`src/rtl/biquin_pkg.sv`:
```
package biquin_pkg;
  typedef enum logic {
    CHAIN_BCD = 1'b0,
    CHAIN_BIQ = 1'b1
  } chain_e;

  localparam int TICK_TWO_IDX  = 0;
  localparam int TICK_FIVE_IDX = 1;
  localparam int TICK_COUNT    = 2;
endpackage

```
`src/rtl/fall_sense.sv`:
```
module fall_sense #(
  parameter int WIDTH = 2
) (
  input  logic             clk,
  input  logic             rst_n,
  input  logic [WIDTH-1:0] sig_i,
  output logic [WIDTH-1:0] fall_o
);
  logic [WIDTH-1:0] prev_q;

  for (genvar i = 0; i < WIDTH; i++) begin : g_lane
    always_ff @(posedge clk or negedge rst_n) begin
      if (!rst_n) prev_q[i] <= 1'b0;
      else        prev_q[i] <= sig_i[i];
    end
    assign fall_o[i] = prev_q[i] & ~sig_i[i];
  end
endmodule

```
`src/rtl/toggle_stage.sv`:
```
module toggle_stage (
  input  logic clk,
  input  logic rst_n,
  input  logic ld_i,
  input  logic ld_val_i,
  input  logic adv_i,
  output logic bit_o,
  output logic at_top_o
);
  logic bit_q;

  always_ff @(posedge clk or negedge rst_n) begin
    if (!rst_n)     bit_q <= 1'b0;
    else if (ld_i)  bit_q <= ld_val_i;
    else if (adv_i) bit_q <= ~bit_q;
  end

  assign bit_o    = bit_q;
  assign at_top_o = bit_q;


  toggle_flip_chk: assert property (@(posedge clk) disable iff (!rst_n)
    (adv_i && !ld_i) |=> (bit_q != $past(bit_q)));
endmodule

```
`src/rtl/modn_stage.sv`:
```
module modn_stage #(
  parameter int MOD = 5,
  localparam int W = (MOD > 2) ? $clog2(MOD) : 1
) (
  input  logic         clk,
  input  logic         rst_n,
  input  logic         ld_i,
  input  logic [W-1:0] ld_val_i,
  input  logic         adv_i,
  output logic [W-1:0] val_o,
  output logic         at_top_o
);
  localparam logic [W-1:0] TOP = W'(MOD - 1);

  logic [W-1:0] val_q;
  logic [W-1:0] val_next;

  always_comb begin
    if (val_q >= TOP) val_next = '0;
    else              val_next = val_q + 1'b1;
  end

  always_ff @(posedge clk or negedge rst_n) begin
    if (!rst_n)     val_q <= '0;
    else if (ld_i)  val_q <= ld_val_i;
    else if (adv_i) val_q <= val_next;
  end

  assign val_o    = val_q;
  assign at_top_o = (val_q == TOP);


  modn_wrap_chk: assert property (@(posedge clk) disable iff (!rst_n)
    (adv_i && !ld_i && val_q >= TOP) |=> (val_q == '0));
endmodule

```
`src/rtl/biquin_counter.sv`:
```
module biquin_counter #(
  parameter int FIVE_MOD = 5,
  localparam int FW = (FIVE_MOD > 2) ? $clog2(FIVE_MOD) : 1,
  localparam int QW = FW + 1
) (
  input  logic          clk,
  input  logic          rst_n,
  input  logic          load_n,
  input  logic [QW-1:0] load_d,
  input  logic          tick_two,
  input  logic          tick_five,
  input  logic          chain_biq,
  output logic [QW-1:0] cnt_q
);
  import biquin_pkg::*;

  localparam logic [QW-1:0] BCD_LAST = {FW'(FIVE_MOD - 1), 1'b1};

  chain_e                chain;
  logic [TICK_COUNT-1:0] raw_ticks;
  logic [TICK_COUNT-1:0] falls;
  logic                  load_act;
  logic                  two_adv, five_adv;
  logic                  two_top, five_top;
  logic                  two_bit;
  logic [FW-1:0]         five_val;

  assign chain     = chain_e'(chain_biq);
  assign load_act  = ~load_n;
  assign raw_ticks[TICK_TWO_IDX]  = tick_two;
  assign raw_ticks[TICK_FIVE_IDX] = tick_five;

  fall_sense #(.WIDTH(TICK_COUNT)) u_sense (
    .clk    (clk),
    .rst_n  (rst_n),
    .sig_i  (raw_ticks),
    .fall_o (falls)
  );

  always_comb begin
    if (chain == CHAIN_BCD) begin
      two_adv  = falls[TICK_TWO_IDX];
      five_adv = falls[TICK_TWO_IDX] & two_top;
    end else begin
      five_adv = falls[TICK_FIVE_IDX];
      two_adv  = falls[TICK_FIVE_IDX] & five_top;
    end
  end

  toggle_stage u_two (
    .clk      (clk),
    .rst_n    (rst_n),
    .ld_i     (load_act),
    .ld_val_i (load_d[0]),
    .adv_i    (two_adv),
    .bit_o    (two_bit),
    .at_top_o (two_top)
  );

  modn_stage #(.MOD(FIVE_MOD)) u_five (
    .clk      (clk),
    .rst_n    (rst_n),
    .ld_i     (load_act),
    .ld_val_i (load_d[QW-1:1]),
    .adv_i    (five_adv),
    .val_o    (five_val),
    .at_top_o (five_top)
  );

  assign cnt_q = {five_val, two_bit};


  load_follow_chk: assert property (@(posedge clk) disable iff (!rst_n)
    !load_n |=> (cnt_q == $past(load_d)));


  bcd_wrap_chk: assert property (@(posedge clk) disable iff (!rst_n)
    (load_n && chain == CHAIN_BCD && falls[TICK_TWO_IDX] && cnt_q == BCD_LAST)
      |=> (cnt_q == '0));


  idle_hold_chk: assert property (@(posedge clk) disable iff (!rst_n)
    (load_n && falls == '0) |=> $stable(cnt_q));


  biq_ignore_two_chk: assert property (@(posedge clk) disable iff (!rst_n)
    (load_n && chain == CHAIN_BIQ && !falls[TICK_FIVE_IDX]) |=> $stable(cnt_q));
endmodule

```
`config.mk`:
```
export PLATFORM = sky130hd
export DESIGN_NAME = biquin_counter
export DESIGN_NICKNAME = d
export VERILOG_FILES = /design/src/rtl/biquin_pkg.sv /design/src/rtl/fall_sense.sv /design/src/rtl/toggle_stage.sv /design/src/rtl/modn_stage.sv /design/src/rtl/biquin_counter.sv
export SDC_FILE = /design/constraint.sdc
export NUM_CORES = 1
export LEC_CHECK = 0
export BUFFER_PORTS_ARGS = -buffer_cell sky130_fd_sc_hd__buf_2
export CAP_MARGIN = 40
export CORE_AREA = 2 2 39 41
export CTS_CLUSTER_SIZE = 14
export DETAILED_ROUTE_END_ITERATION = 10
export DIE_AREA = 0 0 41 43
export SYNTH_ARGS = -nofsm -noshare
export SYNTH_HDL_FRONTEND = slang
export SYNTH_SLANG_ARGS = --single-unit
export TNS_END_PERCENT = 1
```
`constraint.sdc`:
```
create_clock -name clk -period 3.05 [get_ports clk]
set_input_delay 0.61 -clock clk [delete_from_list [all_inputs] [get_ports clk]]
set_output_delay 0.61 -clock clk [all_outputs]
set_load 0.05 [all_outputs]
```
==> results of run 1 <==
## worst paths after layout
kind / to / slack [ns] / depth (start not counted)
max: u_five.val_o[1]$_DFFE_PN0P_ / 1.49 / 4
min: u_sense.prev_q[0]$_DFF_PN0_ / 0.17 / 1
max reg2reg: u_two.at_top_o$_DFFE_PN0P_ / 1.63 / 5
min reg2reg: u_five.val_o[2]$_DFFE_PN0P_ / 0.56 / 2
max in group asynchronous: u_sense.prev_q[1]$_DFF_PN0_ / 2.72 / 1
min in group clk: u_sense.prev_q[0]$_DFF_PN0_ / 0.48 / 1
## cell usage in the layout (no fill, tap or decap), types with 2 or more instances in the layout
cell | synthesis | layout
inv_1 | 5 | 5
clkbuf_4 | 0 | 3
a22oi_1 | 2 | 2
buf_2 | 0 | 13
dfrtp_1 | 6 | 6
mux2i_1 | 2 | 2
ha_1 | 2 | 2
## cell type report
class,instances,area (um2),share of cell area
sequential,6,150,0.342
tap,16,20.0,0.0456
multi-input combinational,18,163,0.370
clock buffer,3,22.5,0.0513
inverter,5,18.8,0.0427
timing repair buffer,13,65.1,0.148
## cell families (layout without fill, tap and decap cells)
group                    after synthesis  after routing  share of synthesized area
AO/OA/AOI/OAI                          6              6                      0.166
adder cells (fa/ha/maj)                2              2                     0.0738
buffers and inverters                  6             21                     0.0775
flip-flops                             6              6                      0.443
multiplexers                           3              3                      0.103
AND/OR/NAND/NOR                        7              7                      0.137
## synth_stat cells
master / n
nor2b_1: 1
mux2_4: 1
nand3b_1: 1
o2111a_1: 1
or3b_4: 1
a22oi_1: 2
inv_1: 5
buf_4: 1
ha_1: 2
nand2b_1: 1
or3_1: 1
o211ai_2: 1
mux2i_1: 2
a22o_1: 1
nand2_1: 1
nor3_1: 1
o2bb2ai_1: 1
dfrtp_1: 6
## stage by stage
stage | area (um2) | util | power [mW] | std cells | setup WS (ns)
floorplan | 339 | - | 0.171 | 30 | 1.38
detailed placement | 417 | 0.301 | 0.195 | 58 | 1.22
CTS | 439 | 0.317 | 0.276 | 61 | 1.49
finish | 439 | 0.317 | 0.272 | 61 | 1.49
global route | 439 | 0.317 | 0.292 | 61 | 1.47
global placement | 417 | 0.301 | 0.195 | 58 | 1.24
## sequential cells by signal, indices dropped and copies added (netlist names)
register / count
u_sense.prev_q: 2
u_five.val_o: 3
u_two.at_top_o: 1
## per-layer routing
layer	track usage	wire [um]	up-vias
met5	0	0	-
met4	0.0800	15	0
met3	0.0524	100	2
met2	0.163	327	13
met1	0.113	297	124
li1	-	-	135
## worst reg2reg max path: cells and delay by family, from the launching register on
kind                     cells  cell delay [ns]
AND/OR/NAND/NOR              2             0.43
flip-flops                   1             0.39
AO/OA/AOI/OAI                1             0.23
adder cells (fa/ha/maj)      1             0.15
buffers and inverters        1             0.10
## power by group through the flow
stage               Combinational (mW)  Sequential, mW  Clock [mW]
floorplan                       0.0413           0.130           0
global placement                0.0921           0.103           0
detailed placement              0.0930           0.102           0
CTS                             0.0930           0.101      0.0822
global route                     0.102           0.103      0.0878
finish                          0.0921           0.101      0.0792
==> impl_results.md, run 1 <==
* Pre-antenna DRT Iters at 2
* Die Ht at approximately 43 um
* Status: completed
* Cts repair resizes at 0
* Share of cells above drive strength 1 at 0.422
* DP HPWL at about 580 um
* Clk pwr share at 0.291
* Startpoint types: primary input
* P_sw at about 0.11 mW
* Setup TNS Final at 0 ns
* Critical path origin: tick_two
* WP buf/inv at 1
* WP data required at 3.19 ns
* Worst setup EP type: flop
* Starting density of the core at 0.245
* CTS Sinks at 6
* Number of global-route vias before repair at 292
* Hold Vio Cnt, Final at 0
* Fillers at 150
* Internal power at 0.167 mW
* Critical path class: primary input to flop
* Antenna cells at 0
* Skew-Pair Late Insertion Delay at roughly 0.25 ns
* Syn Nets at 42
* Post-synth top area cell: dfrtp_1
* Final period util at 0.511
* Post-CTS Hold Fix Bufs at 0
* Clk slew on worst S/H paths at 0.05 ns
* Fmax at between 0.6 and 0.7 GHz
* Switching part of the total at 0.386
* Total CTS buffers at 3
* DIE WIDTH at 41 um
* Crit-path slowest cell: or3b_4
* Syn avg cell area at ~11 um2
* GPL Wtd Cong at 0.709
* Crit Reg-Reg Startpoint: u_five.val_o[0]$_DFFE_PN0P_
* CP Data Arrival Time at 1.70 ns
* CTS tree: built
* Total global-route track usage at 0.110
* Nets at 59
* Critical path's top delay family: simple AND/OR/NAND/NOR gates
* Clk buf depth at 2
* Critical Path Fanout Max at 3
* Final antenna-violating net count at 0
* Cells along the critical path: buf_2, or3b_4, o211ai_2, mux2_4
* Least-Margin Pin Slew at between 0.2 and 0.3 ns
* #FFs+latches synth at 6
* Synth Warn # at 0
* Area grow syn2layout at 29.5%
* Pwr/cell area at between 600 and 700 mW/mm2
* Via Count at ~270
* # rows at 14
* Drt via density at approximately 4.5
* Core area at 0.00138 mm2
* # Post-CTS Setup Buffers at 0
* Worst Skew at 0.00716 ns
* Worst min path class: primary input to async pin
* Worst-case vdd ir drop at 157 uV
* Routed len/inst at 12.1 um
* Initial antenna violation count at 0
* Synth Instances at 30
* Finish-stage setup viols at 0
* Die Area at around 0.0018 mm2
* Initial DRC Count at 2
* Yosys cell types at 18
* Sequential fraction of the synthesis area at 0.443
* CP max stage delay at 0.40 ns
* Clk root buf: clkbuf_4
* Yosys top cell area share at 0.443
* Time the worst path needs with I/O delays and setup at between 1.5 and 2 ns
* Num ports at 14
* DRC Markers at 0
* Reg power frac at 0.370
* Final slew viol count at 0
* Static Leakage at 0.230 nW
* Top cells by area, synth: dfrtp_1, ha_1, mux2i_1, inv_1, a22oi_1
* First-pass GRT wire length at around 1200 um
* Grt ovf at 0
* Worst slew margin at 0.825
* Hold slack at between 0.15 and 0.2 ns
* Drt total wl at between 700 and 800 um
* Logic pwr share at 0.339
* H-tree depth at 1
* Port-buffer cells at 13
* Unrepaired setup endpoints after global routing: false
* Largest net degree at the start of global routing at 7
* Mapped cell area at roughly 340 um2
* Max Cap Viol at 0
No activity file was read; power rests on OpenSTA's default activity.
==> run 2: changes to the inputs <==
- clock period: 3.05 -> 1.3 ns (I/O delays scaled with it)
==> run 2 against run 1 <==
  * The flow now finishes with violations (setup timing)
  * Clock power up 120%
  * Hold slack worse by 0.028 ns
  * Final cell count up 8.2%
  * Sequential power up 140%
  * Clock-buffer cell count unchanged
  * Wire length up 7.7%
  * First-iteration DRC count down 50%
  * Global-route usage down 0.10 points
  * Design area up 13%
  * Setup slack worse by 1.5 ns
  * Clock skew about the same
  * Register-to-register slack worse by 1.7 ns
==> impl_results.md, run 2 (synthesized netlist as in run 1, its figures left out) <==
* Status: complete, but fails checks (was completed)
* Failing checks: setup timing
* Cells along the critical path: or3b_4, o211ai_2, mux2_4 (was buf_2, or3b_4, o211ai_2, mux2_4)
* WP buf/inv at 0 (was 1)
* Starting density of the core at 0.245 (unchanged)
* Fillers at 140 (was 150)
* Hold Vio Cnt, Final at 0 (unchanged)
* Max Cap Viol at 0 (unchanged)
* Die Area at 0.00176 mm2 (unchanged)
* Total global-route track usage at 0.109 (was 0.110)
* Least-Margin Pin Slew at 0.254 ns (was 0.262 ns)
* Total CTS buffers at 3 (unchanged)
* DIE WIDTH at 41 um (unchanged)
* WP data required at 1.43 ns (was 3.19 ns)
* CTS tree: built (unchanged)
* Unrepaired setup endpoints after global routing: true (was false)
* Finish-stage setup viols at 3 (was 0)
* Final antenna-violating net count at 0 (unchanged)
* Die Ht at 43 um (unchanged)
* Most common cell after layout, fill and taps aside: buf_2 (unchanged)
* Worst R2R End: u_five.val_o[1]$_DFFE_PN0P_ (was u_two.at_top_o$_DFFE_PN0P_)
* Worst Skew at 0.00703 ns (was 0.00716 ns)
* Grt ovf at 0 (unchanged)
* Startpoint types: flop (was primary input)
* Drt total wl at 798 um (was 741 um)
* Final period util at 1.02
* Port-buffer cells at 13 (unchanged)
* Setup WS post-layout at -0.0253 ns (was 1.49 ns)
* Crit Reg-Reg Startpoint: u_sense.prev_q[0]$_DFF_PN0_ (was u_five.val_o[0]$_DFFE_PN0P_)
* Num ports at 14 (unchanged)
* Most frequent cells in the layout: buf_2, buf_4, dfrtp_1, inv_1, clkbuf_4 (was buf_2, dfrtp_1, inv_1, clkbuf_4)
* Setup TNS Final at -0.0495 ns (was 0 ns)
* First-pass GRT wire length at 1220 um (unchanged)
* Area grow syn2layout at 46.5% (was 29.5%)
* Largest net degree at the start of global routing at 7 (unchanged)
* Worst min path class: primary input to flop (was primary input to async pin)
* Worst Reg2Reg Path Length in Cells at 3 (was 5)
* CTS Sinks at 6 (unchanged)
* H-tree depth at 1 (unchanged)
* DRC Markers at 0 (unchanged)
* Clk buf depth at 2 (unchanged)
* Critical path class: flop to flop (was primary input to flop)
* Share of cells above drive strength 1 at 0.580 (was 0.422)
* Worst setup EP type: flop (unchanged)
* Via Count at 293 (was 274)
* Cts repair resizes at 0 (unchanged)
* Pre-antenna DRT Iters at 2 (unchanged)
* Number of global-route vias before repair at 292 (unchanged)
* Clk slew on worst S/H paths at 0.05 ns (about the same)
* Crit-path slowest cell: or3b_4 (unchanged)
* Routed len/inst at 12.1 um (about the same)
* Static Leakage at 0.250 nW (was 0.230 nW)
* Fmax at 0.755 GHz
* Skew-Pair Late Insertion Delay at 0.24 ns (was 0.25 ns)
* # rows at 14 (unchanged)
* Critical Path Fanout Max at 3 (unchanged)
* CP Data Arrival Time at 1.45 ns (was 1.70 ns)
* Final slew viol count at 0 (unchanged)
* Time the worst path needs with I/O delays and setup at between 1 and 1.5 ns
* Min-delay src: tick_two
* Core area at 0.00138 mm2 (unchanged)
* # Post-CTS Setup Buffers at 0 (unchanged)
* CP max stage delay at 0.39 ns (was 0.40 ns)
* Antenna cells at 0 (unchanged)
* Total power draw at 0.689 mW (was 0.272 mW)
* Clk root buf: clkbuf_4 (unchanged)
* GPL Wtd Cong at 0.655 (was 0.709)
* Initial antenna violation count at 0 (unchanged)
* Initial DRC Count at 1 (was 2)
* Worst Hold End: u_sense.prev_q[0]$_DFF_PN0_
* Largest register FFs at 3 (unchanged)
* Pwr/cell area at 1390 mW/mm2 (was 620 mW/mm2)
* Drt via density at 4.44 (was 4.49)
* Flop-to-flop setup slack at -0.03 ns (was 1.63 ns)
* Worst-case vdd ir drop at 364 uV (was 157 uV)
* Hold path depth at 1
* Nets at 64 (was 59)
* Worst slew margin at 0.830 (was 0.825)
* DP HPWL at 686 um (was 576 um)
* Critical path's top delay family: simple AND/OR/NAND/NOR gates (unchanged)
==> run 2: changes by cell type in the layout (fill, tap and decap cells not counted), sizes merged <==
cell,delta
buf,+4
dlygate4sd3,+1
==> run 2: area by class of cell <==
class                           count  area [um2]  area share
Sequential cell                     6         153       0.307
Tap cell                           16        20.0      0.0403
Inverter                            5        18.8      0.0378
Clock buffer                        3        22.5      0.0453
Timing Repair Buffer               18         105       0.212
Multi-Input combinational cell     18         178       0.358
==> run 2: through the flow <==
| step | utilization | hold slack [ns] | std cells | area [um2] | setup WS [ns] |
|---|---|---|---|---|---|
| floorplan | - | -0.0356 | 30 | 357 | -0.155 |
| global placement | 0.335 | 0.0888 | 62 | 464 | -0.0808 |
| detailed placement | 0.335 | 0.0962 | 62 | 464 | -0.108 |
| CTS | 0.359 | 0.137 | 66 | 497 | -0.0323 |
| global route | 0.359 | 0.132 | 66 | 497 | -0.0717 |
| finish | 0.359 | 0.141 | 66 | 497 | -0.0253 |
==> run 2: where the power goes <==
group          internal, mW  total, mW  switching [mW]  leakage (nW)
Combinational         0.113      0.278           0.164         0.166
Sequential            0.216      0.239          0.0225        0.0702
Clock                 0.104      0.172          0.0679        0.0138
Total                 0.434      0.689           0.255         0.250
==> run 2: how the worst max path moves through the flow <==
stage | from | endpoint | slack, ns | cells past startpoint
final | u_sense.prev_q[0]$_DFF_PN0_ | u_five.val_o[1]$_DFFE_PN0P_ | -0.03 | 3
after floorplan | u_five.val_o[0]$_DFFE_PN0P_ | u_two.at_top_o$_DFFE_PN0P_ | -0.15 | 5
after CTS | u_sense.prev_q[0]$_DFF_PN0_ | u_five.val_o[0]$_DFFE_PN0P_ | -0.03 | 4
after detailed placement | tick_two | u_five.val_o[0]$_DFFE_PN0P_ | -0.11 | 5
after global routing | u_sense.prev_q[0]$_DFF_PN0_ | u_five.val_o[0]$_DFFE_PN0P_ | -0.07 | 4
after global placement | tick_two | u_five.val_o[1]$_DFFE_PN0P_ | -0.08 | 4
==> run 2: worst register-to-register path, stage by stage (launching register included) <==
cell      delay [ns]
dfrtp_1         0.33
or3b_4          0.39
o211ai_2        0.18
mux2_4          0.31
==> run 2: metal layers <==
layer | up-vias | track usage | share of wire
met1 | 131 | 0.136 | 0.45
met3 | 2 | 0.0366 | 0.088
met4 | 0 | 0.0800 | 0.024
met2 | 14 | 0.147 | 0.44
li1 | 146 | - | -
met5 | - | 0 | 0
==> run 2: repair_timing <==
action / CTS / global route
endpoints found under the setup margin: 4 / 4
hold buffers: 1 / 0
pin swaps: 1 / 0
hold endpoints to repair: 6 / 0
==> run 3: changes to the inputs <==
==> constraint.sdc (replaced) <==
create_clock -name clk -period 1.3 [get_ports clk]
set_input_delay 0.195 -clock clk [delete_from_list [all_inputs] [get_ports clk]]
set_output_delay 0.195 -clock clk [all_outputs]
set_load 0.05 [all_outputs]
==> run 3 against run 2 <==
  * The run still ends with setup timing left
  * Sequential cell count unchanged
  * Via count unchanged
  * Clock-buffer cell count unchanged
  * Wire length is 0.13% higher
  * First-iteration DRC count did not move
  * Critical path type unchanged
  * Global-route usage stayed put
==> impl_results.md, run 3 (synthesized netlist as in run 1, its figures left out) <==
* Status: complete, but fails checks (unchanged)
* Failing checks: setup timing (unchanged)
* Hold slack at 0.0763 ns (was 0.141 ns)
* Most common cell after layout, fill and taps aside: buf_2 (unchanged)
* Die Ht at 43 um (unchanged)
* Nets at 64 (unchanged)
* DRC Markers at 0 (unchanged)
* DIE WIDTH at 41 um (unchanged)
* Antenna cells at 0 (unchanged)
* Crit Reg-Reg Startpoint: u_sense.prev_q[0]$_DFF_PN0_ (unchanged)
* Register area at 153 um2 (unchanged)
* CTS Sinks at 6 (unchanged)
* Max Cap Viol at 0 (unchanged)
* Area grow syn2layout at 46.5% (unchanged)
* Total power draw at 0.689 mW (about the same)
* CP Data Arrival Time at 1.45 ns (about the same)
* Initial antenna violation count at 0 (unchanged)
* WP data required at 1.43 ns (about the same)
* Largest register FFs at 3 (unchanged)
* Initial DRC Count at 1 (unchanged)
* Worst R2R End: u_five.val_o[1]$_DFFE_PN0P_ (unchanged)
* Setup TNS Final at -0.0495 ns (about the same)
* Worst Hold End: u_sense.prev_q[0]$_DFF_PN0_ (unchanged)
* Unrepaired setup endpoints after global routing: true (unchanged)
* Hold Vio Cnt, Final at 0 (unchanged)
* Worst Reg2Reg Path Length in Cells at 3 (unchanged)
* Total CTS buffers at 3 (unchanged)
* Clk slew on worst S/H paths at 0.05 ns (about the same)
* Grt ovf at 0 (unchanged)
* Time the worst path needs with I/O delays and setup at 1.33 ns (unchanged)
* Clk root buf: clkbuf_4 (unchanged)
* Crit-path slowest cell: or3b_4 (unchanged)
* Cts repair resizes at 0 (unchanged)
* Final period util at 1.02 (unchanged)
* Least-Margin Pin Slew at 0.256 ns (was 0.254 ns)
* H-tree depth at 1 (unchanged)
* Flop-to-flop setup slack at -0.03 ns (about the same)
* WL met2 at 349 um (unchanged)
* Setup WS post-layout at -0.0253 ns (unchanged)
* Startpoint types: flop (unchanged)
* Fillers at 140 (unchanged)
* Cells along the critical path: or3b_4, o211ai_2, mux2_4 (unchanged)
* Pre-antenna DRT Iters at 2 (unchanged)
* Dpl cells at 62 (unchanged)
* Share of cells above drive strength 1 at 0.580 (unchanged)
* Fmax at 0.755 GHz (unchanged)
* Skew-Pair Late Insertion Delay at 0.24 ns (about the same)
* Dpl ws at -0.0434 ns (was -0.108 ns)
* Worst slew margin at 0.829 (was 0.830)
* Min-delay src: tick_two (unchanged)
* Worst-case vdd ir drop at 364 uV (about the same)
* Final antenna-violating net count at 0 (unchanged)
* CP max stage delay at 0.39 ns (about the same)
* Core area at 0.00138 mm2 (unchanged)
* Die Area at 0.00176 mm2 (unchanged)
* Worst min path class: primary input to flop (unchanged)
* Multi-input gate area at 178 um2 (unchanged)
* Pwr/cell area at 1390 mW/mm2 (about the same)
* CTS tree: built (unchanged)
* Finish-stage setup viols at 3 (unchanged)
* DP HPWL at 687 um (was 686 um)
* Critical Path Fanout Max at 3 (unchanged)
* Hold path depth at 1 (unchanged)
* Number of global-route vias before repair at 292 (unchanged)
* Worst Skew at 0.00703 ns (unchanged)
* Fin cells at 66 (unchanged)
* Worst setup EP type: flop (unchanged)
* Largest net degree at the start of global routing at 7 (unchanged)
* Most frequent cells in the layout: buf_2, buf_4, dfrtp_1, inv_1, clkbuf_4 (unchanged)
* Drt total wl at 799 um (was 798 um)
* Critical path class: flop to flop (unchanged)
* # rows at 14 (unchanged)
* Port-buffer cells at 13 (unchanged)
* M1 wire length at 359 um (unchanged)
* Static Leakage at 0.250 nW (unchanged)
* Final slew viol count at 0 (unchanged)
* Drt via density at 4.44 (unchanged)
* Routed len/inst at 12.1 um (about the same)
* Met3 WL at 70 um (unchanged)
* Num ports at 14 (unchanged)
* First-pass GRT wire length at 1220 um (unchanged)
* Clk buf depth at 2 (unchanged)
* GPL Wtd Cong at 0.655 (unchanged)
* Via Count at 293 (unchanged)
* Starting density of the core at 0.245 (unchanged)
* DR top layer: met4 (unchanged)
* Total global-route track usage at 0.109 (unchanged)
[run 3: cell counts in the layout (fill, tap and decap cells not counted)]
No cell type changed its count.
[run 3: power breakdown]
| part | internal (mW) | switching (mW) | leakage (nW) | total (mW) |
|---|---|---|---|---|
| Combinational | 0.113 | 0.164 | 0.166 | 0.278 |
| Clock | 0.104 | 0.0679 | 0.0138 | 0.172 |
| Sequential | 0.216 | 0.0225 | 0.0702 | 0.239 |
[run 3: how the worst max path moves through the flow]
stage,from,end,slack (ns),cells after the start
floorplan,u_five.val_o[0]$_DFFE_PN0P_,u_two.at_top_o$_DFFE_PN0P_,-0.15,5
global placement,tick_two,u_five.val_o[1]$_DFFE_PN0P_,-0.02,4
detailed placement,tick_two,u_five.val_o[0]$_DFFE_PN0P_,-0.04,5
CTS,u_sense.prev_q[0]$_DFF_PN0_,u_five.val_o[0]$_DFFE_PN0P_,-0.03,4
global route,u_sense.prev_q[0]$_DFF_PN0_,u_five.val_o[0]$_DFFE_PN0P_,-0.07,4
finish,u_sense.prev_q[0]$_DFF_PN0_,u_five.val_o[1]$_DFFE_PN0P_,-0.03,3
[run 3: cell type report]
cell class	count	area share
well taps	16	0.0403
multi-input cells	18	0.358
repair buffers	18	0.212
clock buffers	3	0.0453
flip-flops and latches	6	0.307
inverters	5	0.0378
[run 3: critical path, delay by kind of cell, from the launching register on]
kind             cells  cell delay (ns)
AND/OR/NAND/NOR      1             0.39
AO/OA/AOI/OAI        1             0.18
multiplexers         1             0.31
flip-flops           1             0.33
[run 3: timing repair]
action	in CTS	in global routing
buffers inserted	0	0
hold endpoints to repair	6	0
pin swaps	1	0
hold buffers	1	0
setup endpoints to repair	4	4
cloned	0	0
[run 3: through the flow]
stage / instance area (um2) / utilization
2_1_floorplan: 357 / -
3_3_place_gp: 464 / 0.335
3_5_place_dp: 464 / 0.335
4_1_cts: 497 / 0.359
5_1_grt: 497 / 0.359
6_report: 497 / 0.359
[run 3: metal layers]
layer,vias to the layer above,global-route usage
met5,-,0
met2,14,0.147
met1,131,0.136
met4,0,0.0800
li1,146,-
met3,2,0.0366
